**config.mk**
```make
export PLATFORM = sky130hd
export DESIGN_NAME = pkt_spi_seq
export DESIGN_NICKNAME = d
export VERILOG_FILES = /design/src/rtl/pkt_spi_pkg.sv /design/src/rtl/pkt_spi_buf.sv /design/src/rtl/pkt_spi_shifter.sv /design/src/rtl/pkt_spi_seq.sv
export SDC_FILE = /design/constraint.sdc
export NUM_CORES = 1
export LEC_CHECK = 0
export BUFFER_PORTS_ARGS = -buffer_cell sky130_fd_sc_hd__clkbuf_2
export CAP_MARGIN = 0
export CELL_PAD_IN_SITES_DETAIL_PLACEMENT = 1
export CELL_PAD_IN_SITES_GLOBAL_PLACEMENT = 2
export CORE_ASPECT_RATIO = 0.6
export CORE_UTILIZATION = 44
export CTS_CLUSTER_DIAMETER = 50
export DETAILED_ROUTE_END_ITERATION = 10
export GPL_TIMING_DRIVEN = 0
export MAX_ROUTING_LAYER = met4
export PLACE_DENSITY_LB_ADDON = 0.1
export RECOVER_POWER = 50
export REMOVE_ABC_BUFFERS = 1
export SLEW_MARGIN = 25
export SYNTH_ARGS = -nofsm -noshare
export SYNTH_HDL_FRONTEND = slang
export SYNTH_SLANG_ARGS = --single-unit
```
**constraint.sdc**
```tcl
create_clock -name clk -period 3.8 [get_ports clk]
set_input_delay 0 -clock clk [delete_from_list [all_inputs] [get_ports clk]]
set_output_delay 0 -clock clk [all_outputs]
set_load 0.05 [all_outputs]
```
**src/rtl/pkt_spi_pkg.sv**
```systemverilog
package pkt_spi_pkg;

  typedef enum logic [1:0] {
    ST_FILL   = 2'd0,
    ST_LAUNCH = 2'd1,
    ST_SHIFT  = 2'd2,
    ST_GAP    = 2'd3
  } seq_state_e;

  // A programmed half-period of zero behaves as one cycle.
  function automatic int unsigned half_cycles(input int unsigned raw);
    return (raw == 0) ? 1 : raw;
  endfunction

  // Sampling happens on the leading edge for phase 0 and on the trailing edge for phase 1.
  function automatic logic is_sample_edge(input logic cpha, input logic leading);
    return leading ^ cpha;
  endfunction

endpackage

```
**src/rtl/pkt_spi_buf.sv**
```systemverilog
module pkt_spi_buf #(
  parameter int DEPTH = 64,
  parameter int W     = 8,
  localparam int AW   = $clog2(DEPTH)
) (
  input  logic          clk,
  input  logic          we,
  input  logic [AW-1:0] waddr,
  input  logic [W-1:0]  wdata,
  input  logic [AW-1:0] raddr,
  output logic [W-1:0]  rdata
);
  logic [W-1:0] mem [DEPTH];

  always_ff @(posedge clk) begin
    if (we) mem[waddr] <= wdata;
  end

  assign rdata = mem[raddr];
endmodule

```
**src/rtl/pkt_spi_shifter.sv**
```systemverilog
module pkt_spi_shifter #(
  parameter int W     = 8,
  parameter int DIV_W = 8,
  localparam int EDGES = 2 * W,
  localparam int EW    = $clog2(EDGES + 1)
) (
  input  logic             clk,
  input  logic             rst_n,
  input  logic             start,
  input  logic [W-1:0]     tx_byte,
  input  logic             cpol,
  input  logic             cpha,
  input  logic [DIV_W-1:0] half,
  input  logic             miso,
  output logic             sclk,
  output logic             mosi,
  output logic             busy,
  output logic             fin,
  output logic [W-1:0]     rx_byte
);
  logic             busy_q, act_q;
  logic [DIV_W-1:0] cnt_q;
  logic [EW-1:0]    edge_q;
  logic [W-1:0]     sh_q, rx_q;
  logic             tick, leading, sample_now, last_seen;

  assign tick       = busy_q && (cnt_q == half - DIV_W'(1));
  assign last_seen  = (edge_q == EW'(EDGES));
  assign leading    = ~edge_q[0];
  assign sample_now = pkt_spi_pkg::is_sample_edge(cpha, leading);
  assign fin        = tick && last_seen;

  always_ff @(posedge clk or negedge rst_n) begin
    if (!rst_n) begin
      busy_q <= 1'b0;
      act_q  <= 1'b0;
      cnt_q  <= '0;
      edge_q <= '0;
      sh_q   <= '0;
      rx_q   <= '0;
    end else if (start) begin
      busy_q <= 1'b1;
      act_q  <= 1'b0;
      cnt_q  <= '0;
      edge_q <= '0;
      sh_q   <= tx_byte;
    end else if (busy_q) begin
      if (!tick) begin
        cnt_q <= cnt_q + DIV_W'(1);
      end else begin
        cnt_q <= '0;
        if (last_seen) begin
          busy_q <= 1'b0;
        end else begin
          act_q  <= ~act_q;
          edge_q <= edge_q + EW'(1);
          if (sample_now) rx_q <= {rx_q[W-2:0], miso};
          else if (!(cpha && edge_q == '0)) sh_q <= {sh_q[W-2:0], 1'b0};
        end
      end
    end
  end

  assign sclk    = cpol ^ act_q;
  assign mosi    = sh_q[W-1];
  assign busy    = busy_q;
  assign rx_byte = rx_q;
endmodule

```
**src/rtl/pkt_spi_seq.sv**
```systemverilog
module pkt_spi_seq #(
  parameter int PKT_LEN = 64,
  parameter int W       = 8,
  parameter int DIV_W   = 8,
  parameter int GAP_W   = 16,
  localparam int IDX_W  = $clog2(PKT_LEN),
  localparam int LEN_W  = IDX_W + 1
) (
  input  logic             clk,
  input  logic             rst_n,
  input  logic             wr_valid,
  input  logic [W-1:0]     wr_data,
  input  logic             wr_last,
  output logic             wr_ready,
  output logic             rd_avail,
  input  logic             rd_en,
  output logic [W-1:0]     rd_data,
  input  logic             cfg_cpol,
  input  logic             cfg_cpha,
  input  logic [DIV_W-1:0] cfg_half,
  input  logic [GAP_W-1:0] cfg_gap,
  output logic             sclk,
  output logic             mosi,
  input  logic             miso,
  output logic             ss_n
);
  import pkt_spi_pkg::*;

  localparam logic [IDX_W-1:0] LAST = IDX_W'(PKT_LEN - 1);

  seq_state_e       state_q;
  logic [IDX_W-1:0] wr_idx_q, k_q, rd_ptr_q;
  logic [LEN_W-1:0] len_q;
  logic [GAP_W-1:0] gcnt_q, gap_q;
  logic [DIV_W-1:0] half_q, half_eff;
  logic             cpol_q, cpha_q, ss_q, rx_full_q;

  logic             wr_fire, wr_final, rd_pop, eng_start;
  logic             eng_busy, eng_fin, pkt_done;
  logic [W-1:0]     tx_rdata, tx_byte, eng_rx;

  assign wr_ready  = (state_q == ST_FILL) && !rx_full_q;
  assign wr_fire   = wr_valid && wr_ready;
  assign wr_final  = wr_fire && (wr_last || wr_idx_q == LAST);
  assign rd_pop    = rd_en && rx_full_q;
  assign eng_start = (state_q == ST_LAUNCH);
  assign pkt_done  = eng_fin && (k_q == LAST);
  assign half_eff  = DIV_W'(half_cycles(32'(half_q)));
  assign tx_byte   = (LEN_W'(k_q) < len_q) ? tx_rdata : '0;

  pkt_spi_buf #(.DEPTH(PKT_LEN), .W(W)) u_txbuf (
    .clk(clk), .we(wr_fire), .waddr(wr_idx_q), .wdata(wr_data),
    .raddr(k_q), .rdata(tx_rdata)
  );

  pkt_spi_buf #(.DEPTH(PKT_LEN), .W(W)) u_rxbuf (
    .clk(clk), .we(eng_fin), .waddr(k_q), .wdata(eng_rx),
    .raddr(rd_ptr_q), .rdata(rd_data)
  );

  pkt_spi_shifter #(.W(W), .DIV_W(DIV_W)) u_shift (
    .clk(clk), .rst_n(rst_n), .start(eng_start), .tx_byte(tx_byte),
    .cpol(cpol_q), .cpha(cpha_q), .half(half_eff), .miso(miso),
    .sclk(sclk), .mosi(mosi), .busy(eng_busy), .fin(eng_fin), .rx_byte(eng_rx)
  );

  always_ff @(posedge clk or negedge rst_n) begin
    if (!rst_n) begin
      state_q   <= ST_FILL;
      wr_idx_q  <= '0;
      k_q       <= '0;
      rd_ptr_q  <= '0;
      len_q     <= '0;
      gcnt_q    <= '0;
      gap_q     <= '0;
      half_q    <= '0;
      cpol_q    <= 1'b0;
      cpha_q    <= 1'b0;
      ss_q      <= 1'b1;
      rx_full_q <= 1'b0;
    end else begin
      if (rd_pop) begin
        if (rd_ptr_q == LAST) begin
          rd_ptr_q  <= '0;
          rx_full_q <= 1'b0;
        end else begin
          rd_ptr_q <= rd_ptr_q + IDX_W'(1);
        end
      end
      case (state_q)
        ST_FILL: begin
          cpol_q <= cfg_cpol;
          cpha_q <= cfg_cpha;
          half_q <= cfg_half;
          gap_q  <= cfg_gap;
          if (wr_final) begin
            wr_idx_q <= '0;
            len_q    <= LEN_W'(wr_idx_q) + LEN_W'(1);
            k_q      <= '0;
            ss_q     <= 1'b0;
            state_q  <= ST_LAUNCH;
          end else if (wr_fire) begin
            wr_idx_q <= wr_idx_q + IDX_W'(1);
          end
        end
        ST_LAUNCH: state_q <= ST_SHIFT;
        ST_SHIFT: begin
          if (pkt_done) begin
            ss_q      <= 1'b1;
            rx_full_q <= 1'b1;
            k_q       <= '0;
            state_q   <= ST_FILL;
          end else if (eng_fin) begin
            k_q     <= k_q + IDX_W'(1);
            gcnt_q  <= '0;
            state_q <= ST_GAP;
          end
        end
        ST_GAP: begin
          if (gcnt_q == gap_q) state_q <= ST_LAUNCH;
          else gcnt_q <= gcnt_q + GAP_W'(1);
        end
        default: state_q <= ST_FILL;
      endcase
    end
  end

  assign ss_n     = ss_q;
  assign rd_avail = rx_full_q;
endmodule

```
==> results.sh <==
export IMPL_avgSynthCellArea_um2=18.1
export IMPL_rows=90
export IMPL_crit_required_ns=4.15
export IMPL_pwr_share_seq_pct=54.2
export IMPL_yosys_area_share_simple_pct=4.79
export IMPL_portBuffers=52
export IMPL_grt_pass1_wl_um=187000
export IMPL_drtAntennaViolNets=0
export IMPL_drtIter0Drc=2592
export IMPL_power_density_mw_per_mm2=462
export IMPL_crit_path_top_delay_cell="nor2_2"
export IMPL_antenna_found_initial=9
export IMPL_hold_viol_final=0
export IMPL_route_detailed_drc=0
export IMPL_area_growth_synth_to_final_pct=18.5
export IMPL_drt_pass1_iter_count=6
export IMPL_fp_dieW_um=416
export IMPL_synth_area_top_cells="edfxtp_1, mux4_2, dfrtp_1, mux2_2, nor2_1"
export IMPL_die_area_mm2=0.104
export IMPL_max_stage_delay_ns=0.72
export IMPL_worstPathCellList="inv_1 -> ha_2 -> nor2b_1 -> and2_1 -> nand3_2 -> nor2_2"
export IMPL_htreeDepth=3
export IMPL_yosys_most_used_dff="edfxtp_1"
export IMPL_drv_slew=1100
export IMPL_path_class="reg -> reg"
export IMPL_power_switching_uw=5050
export IMPL_io_pin_count=53
export IMPL_finalSetupViolations=0
export IMPL_initial_core_util_pct=44.7
export IMPL_p_clk_share_pct=45.1
export IMPL_clkLatencyLatePin_ns=0.73
export IMPL_irDropWorstVdd_mv=0.361
export IMPL_setup_tns_final_ns=0
export IMPL_synth_cell_type_count=73
export IMPL_synth_top_area_share_pct=67.9
export IMPL_ys_seq_area_share_pct=73.5
export IMPL_fin_skew_ns=0.0268
export IMPL_start_kind="register"
export IMPL_cts_tree="built"
export IMPL_nNetsFinal=2721
export IMPL_cts_made_buffers=109
export IMPL_via_per_inst=6.16
export IMPL_grt_max_degree=67
export IMPL_max_cap_violations=18
export IMPL_synth_seq_cells=1126
export IMPL_grt_overflow=0
export IMPL_yosysWarnings=0
export IMPL_final_area_mm2=0.0537
export IMPL_pre_cts_slack_ns=-1.49
export IMPL_intPower_uw=19700
export IMPL_violations="max-capacitance violations, max-slew violations"
export IMPL_synth_common_cells="edfxtp_1, mux4_2, nor2_1, dfrtp_1, clkbuf_1"
export IMPL_clock_root_buffer="clkbuf_16"
export IMPL_hold_class="in -> reg"
export IMPL_synth_fa_ha_area_share_pct=0.470
export IMPL_p_leak_uw=0.0159
export IMPL_drive_gt1_share_pct=29.8
export IMPL_arrival_ns=4.13
export IMPL_finalWorstSetupSlack_ns=0.0238
export IMPL_syn_area_mm2=0.0453
export IMPL_synth_top_area_cell="edfxtp_1"
export IMPL_route_detailed_wl_per_inst_um=32.0
export IMPL_period_share_pct=99.4
export IMPL_yosysMostFrequentCell="edfxtp_1"
export IMPL_cts_sinks=1126
export IMPL_globalplace_congestion=0.834
export IMPL_synth_top_family_by_area="multiplexers"
export IMPL_reg2reg_slack_ns=0.02
export IMPL_comb_power_share_pct=0.7
export IMPL_endpoint_kind="register"
export IMPL_dp_hpwl_um=80600
export IMPL_wl_um=131000
export IMPL_synth_compound_area_share_pct=5.06
export IMPL_cp_max_fo=12
export IMPL_core_area_mm2=0.101
export IMPL_clkTransAtPathRegs_ns=0.06
export IMPL_place_area_mm2=0.0476
export IMPL_synth_mux_area_share_pct=13.9
export IMPL_synth_xor_area_share_pct=0.716
export IMPL_first_global_vias=25500
export IMPL_clockBufferDepth=3
export IMPL_grt_usage_pct=26.0
export IMPL_worst_slew_pin_slew_ns=3.29
export IMPL_slew_headroom_pct=-119
export IMPL_outcome="finished, violations left"
export IMPL_clock_fmax_mhz=265
export IMPL_ys_async_sr_fraction_pct=9.06
export IMPL_die_y_um=250
export IMPL_timing_critical_path_buf_inv=1
export IMPL_sw_frac_of_total_pct=20.4
export IMPL_fin_crit_ns=3.78
export IMPL_syn_inst=2496
export IMPL_synth_edf_count=1024
export IMPL_path_delay_family="simple AND/OR/NAND/NOR gates"
export IMPL_via_count=25200
export IMPL_rsz0062_at_grt="true"
-- layout by cell type (no fill, tap or decap), types with 36 or more instances in the layout --
master / instances
edfxtp_1: 1024
mux4_2: 200
clkbuf_16: 111
nor2_4: 110
dfrtp_1: 93
mux2_2: 91
nand2_1: 78
nor2_1: 64
mux2i_1: 64
a21oi_1: 59
o21ai_0: 58
buf_4: 45
a221oi_1: 41
clkbuf_2: 37
clkbuf_1: 36
-- flip-flops by register name, summed over array words and instances, names as in the netlist --
| signal | count |
|---|---|
| u_rxbuf.mem | 512 |
| u_txbuf.mem | 512 |
| gap_q | 16 |
| gcnt_q | 16 |
| half_q | 8 |
| u_shift.cnt_q | 8 |
| u_shift.rx_byte | 8 |
| u_shift.sh_q | 8 |
| len_q | 7 |
| k_q | 6 |
| rd_ptr_q | 6 |
| wr_idx_q | 6 |
| u_shift.edge_q | 5 |
| state_q | 2 |
| cpha_q | 1 |
| cpol_q | 1 |
| rd_avail | 1 |
| ss_n | 1 |
| u_shift.act_q | 1 |
| u_shift.busy | 1 |
-- layout make-up --
type,count,area (µm²)
diodes,3,7.51
clock buffers,136,2880
clock inverters,70,795
fillers,8977,47600
inverters,20,87.6
multi-input cells,1201,12500
flip-flops and latches,1126,33300
well taps,1334,1670
repair buffers,206,2410
-- power by group through the flow --
stage	Combinational [µW]	Sequential [µW]	Clock, µW
global route	199	13400	11700
global placement	135	13700	0
CTS	201	13400	11300
detailed placement	169	13700	0
finish	183	13400	11200
floorplan	2.34	13700	0
-- what timing repair did --
action,CTS,global route
endpoints found under the setup margin,1000,903
endpoints found under the hold margin,207,0
hold buffers,36,0
pin swaps,34,1
buffers inserted,60,7
gates cloned,6,2
gates resized for setup,254,43
-- tightest hold or removal path, cell delays in order --
cell	delay (ns)
dlygate4sd3_1	0.52
clkbuf_2	0.09
mux2_2	0.13
-- logic make-up (layout without fill, tap and decap cells) --
logic type / count (synthesis) / in the layout
DFF: 1126 / 1126
and+or+nand+nor: 458 / 458
muxes: 365 / 365
AOI/OAI and AO/OA: 324 / 324
buffers and inverters: 169 / 432
xor gates and xnor gates: 37 / 37
adders and majority gates: 17 / 17
other: 0 / 3
-- path summary, 6_finish.rpt --
check / cells past startpoint / to / from
hold reg to reg: 2 / len_q[0] / len_q[0]
hold / removal: 3 / gap_q[8] / cfg_gap[8]
setup / recovery: 6 / u_txbuf.mem[4][1] / state_q[0]
setup reg to reg: 6 / u_txbuf.mem[4][1] / state_q[0]
min in group asynchronous: 4 / gcnt_q[4] / rst_n
max in group asynchronous: 4 / half_q[3] / rst_n
-- per-stage QoR --
step	total power [µW]	cells	utilization, %	hold slack [ns]
5_1_grt	25400	4095	53.0	0.0345
3_5_place_dp	13900	3775	47.0	-0.0120
6_report	24800	4096	53.0	0.0504
4_1_cts	25000	4083	52.9	0.00310
3_3_place_gp	13800	3733	46.0	0.216
2_1_floorplan	13700	2347	-	-0.296
-- metal layers --
| layer | track usage [%] | part of all wire (%) | wire, µm | up-vias |
|---|---|---|---|---|
| met5 | - | 0 | 0 | - |
| met4 | 5.60 | 2.0 | 2560 | 0 |
| met3 | 7.08 | 8.9 | 11600 | 171 |
| met2 | 34.8 | 42 | 55100 | 996 |
| met1 | 39.4 | 47 | 61700 | 13500 |
| li1 | - | - | - | 10500 |
(Power assumes the default switching activity.)
